$ cat config.mk
export PLATFORM = sky130hd
export DESIGN_NAME = hall_commutator
export DESIGN_NICKNAME = d
export VERILOG_FILES = /design/src/rtl/hall_pkg.sv /design/src/rtl/hall_sync.sv /design/src/rtl/hall_step_decode.sv /design/src/rtl/hall_drive_encode.sv /design/src/rtl/hall_commutator.sv
export SDC_FILE = /design/constraint.sdc
export NUM_CORES = 1
export LEC_CHECK = 0
export CORE_MARGIN = 4
export CORE_UTILIZATION = 49
export CTS_CLUSTER_SIZE = 28
export DETAILED_ROUTE_END_ITERATION = 12
export DONT_BUFFER_PORTS = 1
export SLEW_MARGIN = 20
export SYNTH_ARGS = -nofsm -noshare
export SYNTH_HDL_FRONTEND = slang
export SYNTH_SLANG_ARGS = --single-unit
$ cat constraint.sdc
create_clock -name clk -period 9.4 [get_ports clk]
set_input_delay 0.94 -clock clk [delete_from_list [all_inputs] [get_ports clk]]
set_output_delay 0.94 -clock clk [all_outputs]
set_load 0.05 [all_outputs]
$ cat src/rtl/hall_pkg.sv
package hall_pkg;
  localparam int unsigned LEGS       = 3;
  localparam int unsigned STEPS_3PH  = 6;
  localparam int unsigned STEPS_4PH  = 4;
  localparam int unsigned STEP_W     = $clog2(STEPS_3PH);
  localparam int unsigned HALF_3PH   = STEPS_3PH / 2;
  localparam int unsigned HALF_4PH   = STEPS_4PH / 2;

  typedef logic [LEGS-1:0]   leg_t;
  typedef logic [STEP_W-1:0] step_idx_t;

  typedef struct packed {
    logic      ok;
    step_idx_t idx;
  } step_t;
endpackage

$ cat src/rtl/hall_sync.sv
module hall_sync #(
  parameter int unsigned W       = 1,
  parameter int unsigned STAGES  = 2,
  parameter logic [W-1:0] RST_VAL = '0
) (
  input  logic         clk,
  input  logic         rst_n,
  input  logic [W-1:0] d,
  output logic [W-1:0] q
);
  logic [W-1:0] stage_q [STAGES];

  for (genvar g = 0; g < STAGES; g++) begin : g_stage
    if (g == 0) begin : g_first
      always_ff @(posedge clk or negedge rst_n) begin
        if (!rst_n) stage_q[g] <= RST_VAL;
        else        stage_q[g] <= d;
      end
    end else begin : g_next
      always_ff @(posedge clk or negedge rst_n) begin
        if (!rst_n) stage_q[g] <= RST_VAL;
        else        stage_q[g] <= stage_q[g-1];
      end
    end
  end

  assign q = stage_q[STAGES-1];
endmodule

$ cat src/rtl/hall_step_decode.sv
module hall_step_decode
  import hall_pkg::*;
#(
  parameter bit FOUR_PHASE = 1'b0
) (
  input  logic [2:0] code,
  input  logic [1:0] sel,
  output step_t      step
);
  if (FOUR_PHASE) begin : g_four
    always_comb begin
      step = '0;
      if (sel == 2'b00 && code[1] == code[0]) begin
        step.ok = 1'b1;
        unique case ({code[2], code[1]})
          2'b00:   step.idx = step_idx_t'(0);
          2'b10:   step.idx = step_idx_t'(1);
          2'b11:   step.idx = step_idx_t'(2);
          default: step.idx = step_idx_t'(3);
        endcase
      end
    end
  end else begin : g_three
    always_comb begin
      step = '{ok: 1'b1, idx: '0};
      case (sel)
        2'b00: case (code)
          3'b000: step.idx = step_idx_t'(0);
          3'b100: step.idx = step_idx_t'(1);
          3'b110: step.idx = step_idx_t'(2);
          3'b111: step.idx = step_idx_t'(3);
          3'b011: step.idx = step_idx_t'(4);
          3'b001: step.idx = step_idx_t'(5);
          default: step.ok = 1'b0;
        endcase
        2'b01: case (code)
          3'b001: step.idx = step_idx_t'(0);
          3'b101: step.idx = step_idx_t'(1);
          3'b100: step.idx = step_idx_t'(2);
          3'b110: step.idx = step_idx_t'(3);
          3'b010: step.idx = step_idx_t'(4);
          3'b011: step.idx = step_idx_t'(5);
          default: step.ok = 1'b0;
        endcase
        2'b10: case (code)
          3'b010: step.idx = step_idx_t'(0);
          3'b110: step.idx = step_idx_t'(1);
          3'b100: step.idx = step_idx_t'(2);
          3'b101: step.idx = step_idx_t'(3);
          3'b001: step.idx = step_idx_t'(4);
          3'b011: step.idx = step_idx_t'(5);
          default: step.ok = 1'b0;
        endcase
        default: case (code)
          3'b011: step.idx = step_idx_t'(0);
          3'b111: step.idx = step_idx_t'(1);
          3'b110: step.idx = step_idx_t'(2);
          3'b100: step.idx = step_idx_t'(3);
          3'b000: step.idx = step_idx_t'(4);
          3'b001: step.idx = step_idx_t'(5);
          default: step.ok = 1'b0;
        endcase
      endcase
    end
  end
endmodule

$ cat src/rtl/hall_drive_encode.sv
module hall_drive_encode
  import hall_pkg::*;
#(
  parameter bit FOUR_PHASE = 1'b0
) (
  input  step_idx_t idx,
  input  logic      dir_fwd,
  output leg_t      hi_en,
  output leg_t      lo_en
);
  step_idx_t eff;

  if (FOUR_PHASE) begin : g_four
    always_comb begin
      eff   = dir_fwd ? idx : step_idx_t'((idx + step_idx_t'(HALF_4PH)) % STEPS_4PH);
      hi_en = '0;
      lo_en = '0;
      case (eff)
        step_idx_t'(0): hi_en = 3'b001;
        step_idx_t'(1): hi_en = 3'b100;
        step_idx_t'(2): lo_en = 3'b001;
        default:        lo_en = 3'b100;
      endcase
    end
  end else begin : g_three
    always_comb begin
      if (dir_fwd)                         eff = idx;
      else if (idx < step_idx_t'(HALF_3PH)) eff = idx + step_idx_t'(HALF_3PH);
      else                                 eff = idx - step_idx_t'(HALF_3PH);
      case (eff)
        step_idx_t'(0): begin hi_en = 3'b001; lo_en = 3'b010; end
        step_idx_t'(1): begin hi_en = 3'b100; lo_en = 3'b010; end
        step_idx_t'(2): begin hi_en = 3'b100; lo_en = 3'b001; end
        step_idx_t'(3): begin hi_en = 3'b010; lo_en = 3'b001; end
        step_idx_t'(4): begin hi_en = 3'b010; lo_en = 3'b100; end
        step_idx_t'(5): begin hi_en = 3'b001; lo_en = 3'b100; end
        default:        begin hi_en = 3'b000; lo_en = 3'b000; end
      endcase
    end
  end
endmodule

$ cat src/rtl/hall_commutator.sv
module hall_commutator
  import hall_pkg::*;
#(
  parameter bit          UPPER_ACTIVE_LOW = 1'b0,
  parameter bit          FOUR_PHASE       = 1'b0,
  parameter int unsigned SYNC_STAGES      = 2
) (
  input  logic       clk,
  input  logic       rst_n,
  input  logic [2:0] hall_i,
  input  logic [1:0] spacing_sel,
  input  logic       dir_fwd,
  input  logic       brake,
  input  logic       drive_ok,
  output logic [2:0] drv_hi,
  output logic [2:0] drv_lo
);
  localparam int unsigned  IN_W     = 6;
  localparam logic [IN_W-1:0] IN_RST = {3'b000, 2'b00, 1'b1};

  logic [IN_W-1:0] in_q;
  logic            run_q;
  step_t           step;
  leg_t            enc_hi, enc_lo;
  leg_t            hi_act, lo_act;

  hall_sync #(.W(IN_W), .STAGES(SYNC_STAGES), .RST_VAL(IN_RST)) u_in_sync (
    .clk(clk), .rst_n(rst_n),
    .d({hall_i, spacing_sel, dir_fwd}),
    .q(in_q)
  );

  hall_sync #(.W(1), .STAGES(SYNC_STAGES), .RST_VAL(1'b0)) u_run_sync (
    .clk(clk), .rst_n(rst_n), .d(1'b1), .q(run_q)
  );

  hall_step_decode #(.FOUR_PHASE(FOUR_PHASE)) u_decode (
    .code(in_q[5:3]), .sel(in_q[2:1]), .step(step)
  );

  hall_drive_encode #(.FOUR_PHASE(FOUR_PHASE)) u_encode (
    .idx(step.idx), .dir_fwd(in_q[0]), .hi_en(enc_hi), .lo_en(enc_lo)
  );

  always_comb begin
    hi_act = '0;
    lo_act = '0;
    if (brake) begin
      lo_act = '1;
    end else if (run_q && drive_ok && step.ok) begin
      hi_act = enc_hi;
      lo_act = enc_lo;
    end
  end

  if (UPPER_ACTIVE_LOW) begin : g_hi_inv
    assign drv_hi = ~hi_act;
  end else begin : g_hi_true
    assign drv_hi = hi_act;
  end
  assign drv_lo = lo_act;
endmodule

# --- Yosys cells after proc, flatten, opt, wreduce, memory -nomap -nowiden ---
# Cells that the tools add are included.
word_totals:
  register_bits: 14
  input_bits: 10
  out_inout_bits: 6
  elab_cells: 49
op_classes:
  n_addsub: 2
  magnitude_cmp: 1
  eq_ne: 14
  n_mux: 15
  reduce_logical: 13
op_table:
  columns: ["op", "count"]
  rows:
  - ["$pmux 3 s5", 4]
  - ["$eq 3x3->1 const B", 6]
  - ["$mux 3", 6]
  - ["$pmux 3 s3", 2]
  - ["$eq 3x2->1 const B", 4]
  - ["$pmux 4 s3", 1]
  - ["$reduce_or 2->1", 6]
  - ["$reduce_or 6->1", 2]
  - ["$eq 3x1->1 const B", 2]
  - ["$logic_not 3->1", 2]
  - ["$add 3x2->3 const B", 1]
  - ["$lt 3x2->1 const B", 1]
  - ["$sub 3x2->3 const B", 1]
  - ["$eq 2x1->1 const B", 1]
  - ["$eq 2x2->1 const B", 1]
  - ["$logic_and 1x1->1", 2]
  - ["$logic_not 2->1", 1]
  - ["$mux 1", 2]

# --- Longest topological paths before layout ---
depth:
  ltp_word: 12
  depth_mapped: 10
  ltp_nobuf: 10

# --- Modules after synthesis ---
# From an unflattened synthesis, not the netlist that was laid out.
hier_totals:
  cells_unflattened: 68
  hier_area_um2: 769.5
by_module_without_submodules:
  columns: ["module", "instances", "cells_each", "area_per_inst_um2"]
  rows:
  - ["hall_sync at u_in_sync", 1, 18, 347.8]
  - ["hall_drive_encode", 1, 26, 198.9]
  - ["hall_step_decode", 1, 13, 107.6]
  - ["hall_commutator", 1, 9, 65.1]
  - ["hall_sync at u_run_sync", 1, 2, 50.0]

# --- Worst setup path before layout ---
# Ideal clock, no wire load.
synth_timing:
  path_kind: "flip-flop to output port"
  startpoint: "reg u_in_sync.stage_q (netlist bit u_in_sync.q[4])"
  endpoint: "out drv_hi[2]"
  arrival_ns: 3.513
  required_time_ns: 8.460
  path_slack_ns: 4.947
  path_stages_with_launch: 11
  n_path_buf: 0
  cell_sequence: "dfrtp_1 xor2_2 xnor2_2 mux2i_4 ha_1 and2_1 a21oi_1 a2bb2oi_1 a2bb2oi_1 xnor2_1 nor3_1"
synth_between:
  elab_chain_len: 11
  word_cells_on_any_way: 35
synth_rtl:
  columns: ["item", "line_no", "rtl"]
  rows:
  - ["start, declared", "hall_sync.sv:11", "logic [W-1:0] stage_q [STAGES];"]
  - ["start signal, assigned by index", "hall_sync.sv:22", "else stage_q[g] <= stage_q[g-1];"]
  - ["$eq 3x1->1 (tied with other cells)", null, null]
  - ["$pmux 3 s5, on equally long branches", null, null]
  - ["$pmux 4 s3 *", "hall_step_decode.sv:26", "case (sel)"]
  - ["$sub 3x2->3 (tied with other cells)", "hall_drive_encode.sv:29", "else eff = idx - step_idx_t'(HALF_3PH);"]
  - ["$mux 3", "hall_drive_encode.sv:28", "else if (idx < step_idx_t'(HALF_3PH)) eff = idx + step_idx_t'(HALF_3PH);"]
  - ["$mux 3", "hall_drive_encode.sv:27", "if (dir_fwd) eff = idx;"]
  - ["$eq 3x3->1 (tied with other cells)", "hall_drive_encode.sv:30", "case (eff)"]
  - ["$reduce_or 2->1 (no line)", null, null]
  - ["$pmux 3 s3", "hall_drive_encode.sv:30", null]
  - ["$mux 3 *", "hall_commutator.sv:50", "end else if (run_q && drive_ok && step.ok) begin"]
  - ["$mux 3 *", "hall_commutator.sv:48", "if (brake) begin"]
  - ["end, declared", "hall_commutator.sv:15", "output logic [2:0] drv_hi,"]
# Mark *: on every way between the ends. The rest lies on a longest branch, timed or not.

# --- Worst setup path after layout ---
layout_timing:
  startpoint: "reg u_in_sync.stage_q (netlist bit u_in_sync.q[4])"
  endpoint: "out drv_hi[1]"
# Same word-level chain as after synthesis.

==> summary.md <==
| Metric | Value |
|---|---|
| CP delay by family, top | `compound AO/OA/AOI/OAI gates` |
| GRT met1 Usage | `0.135` |
| I/O pin count | `16` |
| Cts repair resizes | `0` |
| Vias in the first global route | `427` |
| Worst setup SP type | `flip-flop` |
| Ant diodes | `0` |
| Clk_skew | `0.00396 ns` |
| Crit share post-route | `0.513` |
| Min Tclk post-route | `4.82 ns` |
| Met3 GRT Util | `0.0150` |
| Worst slew pin tran | `1.03 ns` |
| Clock tree buffer depth | `2` |
| Area fraction of the dominant cell type after synthesis | `0.392` |
| Clock transition at the registers of the reported paths | `0.07 ns` |
| Max incr delay on CP | `0.82 ns` |
| Worst path bufs/invs | `0` |
| First-pass GRT wire length | `1700 um` |
| CTS Hold Bufs | `0` |
| DR iter-0 viols | `4` |
| Area delta synth->final | `5.23%` |
| Leak | `~0.32 nW` |
| Full die area | `2260 um^2` |
| Synth warn | `0` |
| Rows | `14` |
| Drt drc | `0` |
| Core area | `1490 um^2` |
| TritonCTS clock tree | `yes` |
| Crit-path cells | `xor2_2 -> xnor2_2 -> mux2i_4 -> ha_1 -> and2_1 -> a221oi_1 -> a2bb2oi_1 -> a2bb2oi_1 -> or3_1 -> a21oi_1` |
| Hold WS | `roughly 0.35 ns` |
| GR Util met2 | `0.174` |
| Gr busiest metal | `met2` |
| Pin count of the biggest net entering global routing | `15` |
| Top post-synthesis cells by area | `dfrtp_1 (39%), dfstp_2 (6.9%), xnor2_1 (4.6%)` |
| Leading area contributor after synthesis | `dfrtp_1` |
| Critical Path RT | `8.46 ns` |
| Die Y | `47.5 um` |
| Crit path kind | `flip-flop to primary output` |
| DP HPWL | `846 um` |
| Vias after detailed routing | `~500` |
| Fin. Hold Viols | `0` |
| Commonest non-fill, non-tap cell in the layout | `dfrtp_1` |
| # nets final | `85` |
| GP Congestion | `0.711` |
| Setup Fix Bufs, Post-CTS | `0` |
| Net Count, Synth | `82` |
| Inst Count DP | `84` |
| Arrival @ worst endpoint | `a little under 4 ns` |
| Final Instance Count excl. Fillers | `88` |
| Syn_area_per_cell | `10.9 um^2` |
| Critical path's slowest cell | `a21oi_1` |
| Mapped cell area | `766 um^2` |
| Final setup violation count | `0` |
| CTS buffer count | `3` |
| DRT Pass-1 Iters | `2` |
| Max-cap viol count | `0` |
| CP endpoint kind | `primary output` |
| Cell mode on critical path | `a2bb2oi_1` |
| I/O Buffers | `0` |
| Sequential-to-total area share from yosys stat | `0.461` |
| TNS Setup | `0 ns` |
| Post-synth EDFFs | `0` |
| Most frequent cells in the layout | `dfrtp_1 (12), nand2_1 (5), xnor2_1 (4), a21oi_1 (4)` |
| RSZ-0062 raised after global routing | `false` |
| Layout cell share with drive strength beyond 1 | `0.181` |
| Latest clock arrival within the worst-skew pair | `0.26 ns` |
| Post-synth top flop | `dfrtp_1` |
| CP Max Fanout | `7` |
| Antenna viol nets, final | `0` |
| Total Wirelength | `1070 um` |
| FF+latch count, synth | `14` |
| Initial Util | `0.514` |
| Clk sinks | `14` |
| Antenna violations before repair | `0` |
| Power density of the placed cells | `168 nW/um^2` |
| Max IR drop VDD | `0.103 mV` |
| FFs w/ async S/R, synth | `1.00` |
| Max H-tree Level | `1` |
| Cells after Synth | `70` |
| Die Wd | `47.5 um` |
| Max-slew violation count | `0` |
| Synth unique cells | `36` |
| All-Layer GR Usage | `0.110` |
| Status | `complete, no violations` |
| Hold crit path type | `flip-flop to flip-flop` |
| Max-Slew Margin vs Limit | `0.318` |
| Vias/cell | `5.63` |
| WL/cell | `12.2 um` |
| Grt ovf | `0` |
| Root Buffer | `clkbuf_4` |
| FMAX | `0.207 GHz` |
## sequential cells by signal (all words and copies together), names as in the netlist
| signal | flops |
|---|---|
| u_in_sync.q | 6 |
| u_in_sync.stage_q | 6 |
| u_run_sync.q | 1 |
| u_run_sync.stage_q | 1 |
## final cells by class
| type | count | area, um^2 |
|---|---|---|
| Fill cell | 142 | 683 |
| Multi-Input combinational cell | 51 | 392 |
| Sequential cell | 14 | 353 |
| Clock buffer | 4 | 26.3 |
| Tap cell | 16 | 20.0 |
| Timing Repair Buffer | 1 | 7.51 |
| Inverter | 2 | 7.51 |
## per-layer routing
| layer | vias up | routed length [um] |
|---|---|---|
| met5 | - | 0 |
| met4 | 0 | 12 |
| met3 | 2 | 47 |
| met2 | 8 | 562 |
| met1 | 235 | 452 |
| li1 | 250 | - |
## logic make-up after synthesis
kind of cell / share of synthesized area
compound gates: 0.172
xor+xnor: 0.121
fa+ha+maj: 0.0327
buf+inv: 0.0278
flops: 0.461
mux: 0.0425
other cells: 0.00490
simple gates: 0.139
## Yosys cell counts, drive strengths merged, types with 2 or more instances
library cell	n
dfrtp	12
nand2	5
xnor2	5
a21oi	4
nor2	3
nor3	3
xor2	3
a211oi	2
a2bb2oi	2
buf	2
dfstp	2
ha	2
inv	2
mux2i	2
nand3	2
nor3b	2
o21ai	2
## stage by stage
| step | power (mW) | utilization | setup WS [ns] | cell area [um^2] |
|---|---|---|---|---|
| 2_1_floorplan | 0.100 | - | 4.95 | 766 |
| 3_3_place_gp | 0.104 | 0.524 | 4.91 | 779 |
| 3_5_place_dp | 0.105 | 0.524 | 4.86 | 779 |
| 4_1_cts | 0.138 | 0.541 | 4.55 | 806 |
| 5_1_grt | 0.144 | 0.541 | 4.37 | 806 |
| 6_report | 0.135 | 0.541 | 4.58 | 806 |
## worst paths after layout
check	cells after the start	from	slack, ns	endpoint
worst min register to register	0	u_in_sync.stage_q[11]	0.35	u_in_sync.q[5]
max in group asynchronous	0	rst_n	8.86	u_in_sync.q[0]
worst max register to register	0	u_in_sync.stage_q[6]	8.84	u_in_sync.q[0]
worst max-delay path	10	u_in_sync.q[4]	4.58	drv_hi[1]
min in group asynchronous	0	rst_n	0.36	u_in_sync.q[4]
worst min-delay path	0	u_in_sync.stage_q[11]	0.35	u_in_sync.q[5]
## power by group
part           switching (mW)  internal, mW
Sequential            0.00354        0.0636
Combinational          0.0212        0.0151
Clock                  0.0152        0.0164
Total                  0.0399        0.0951
Power figures use the tool's default switching activity.
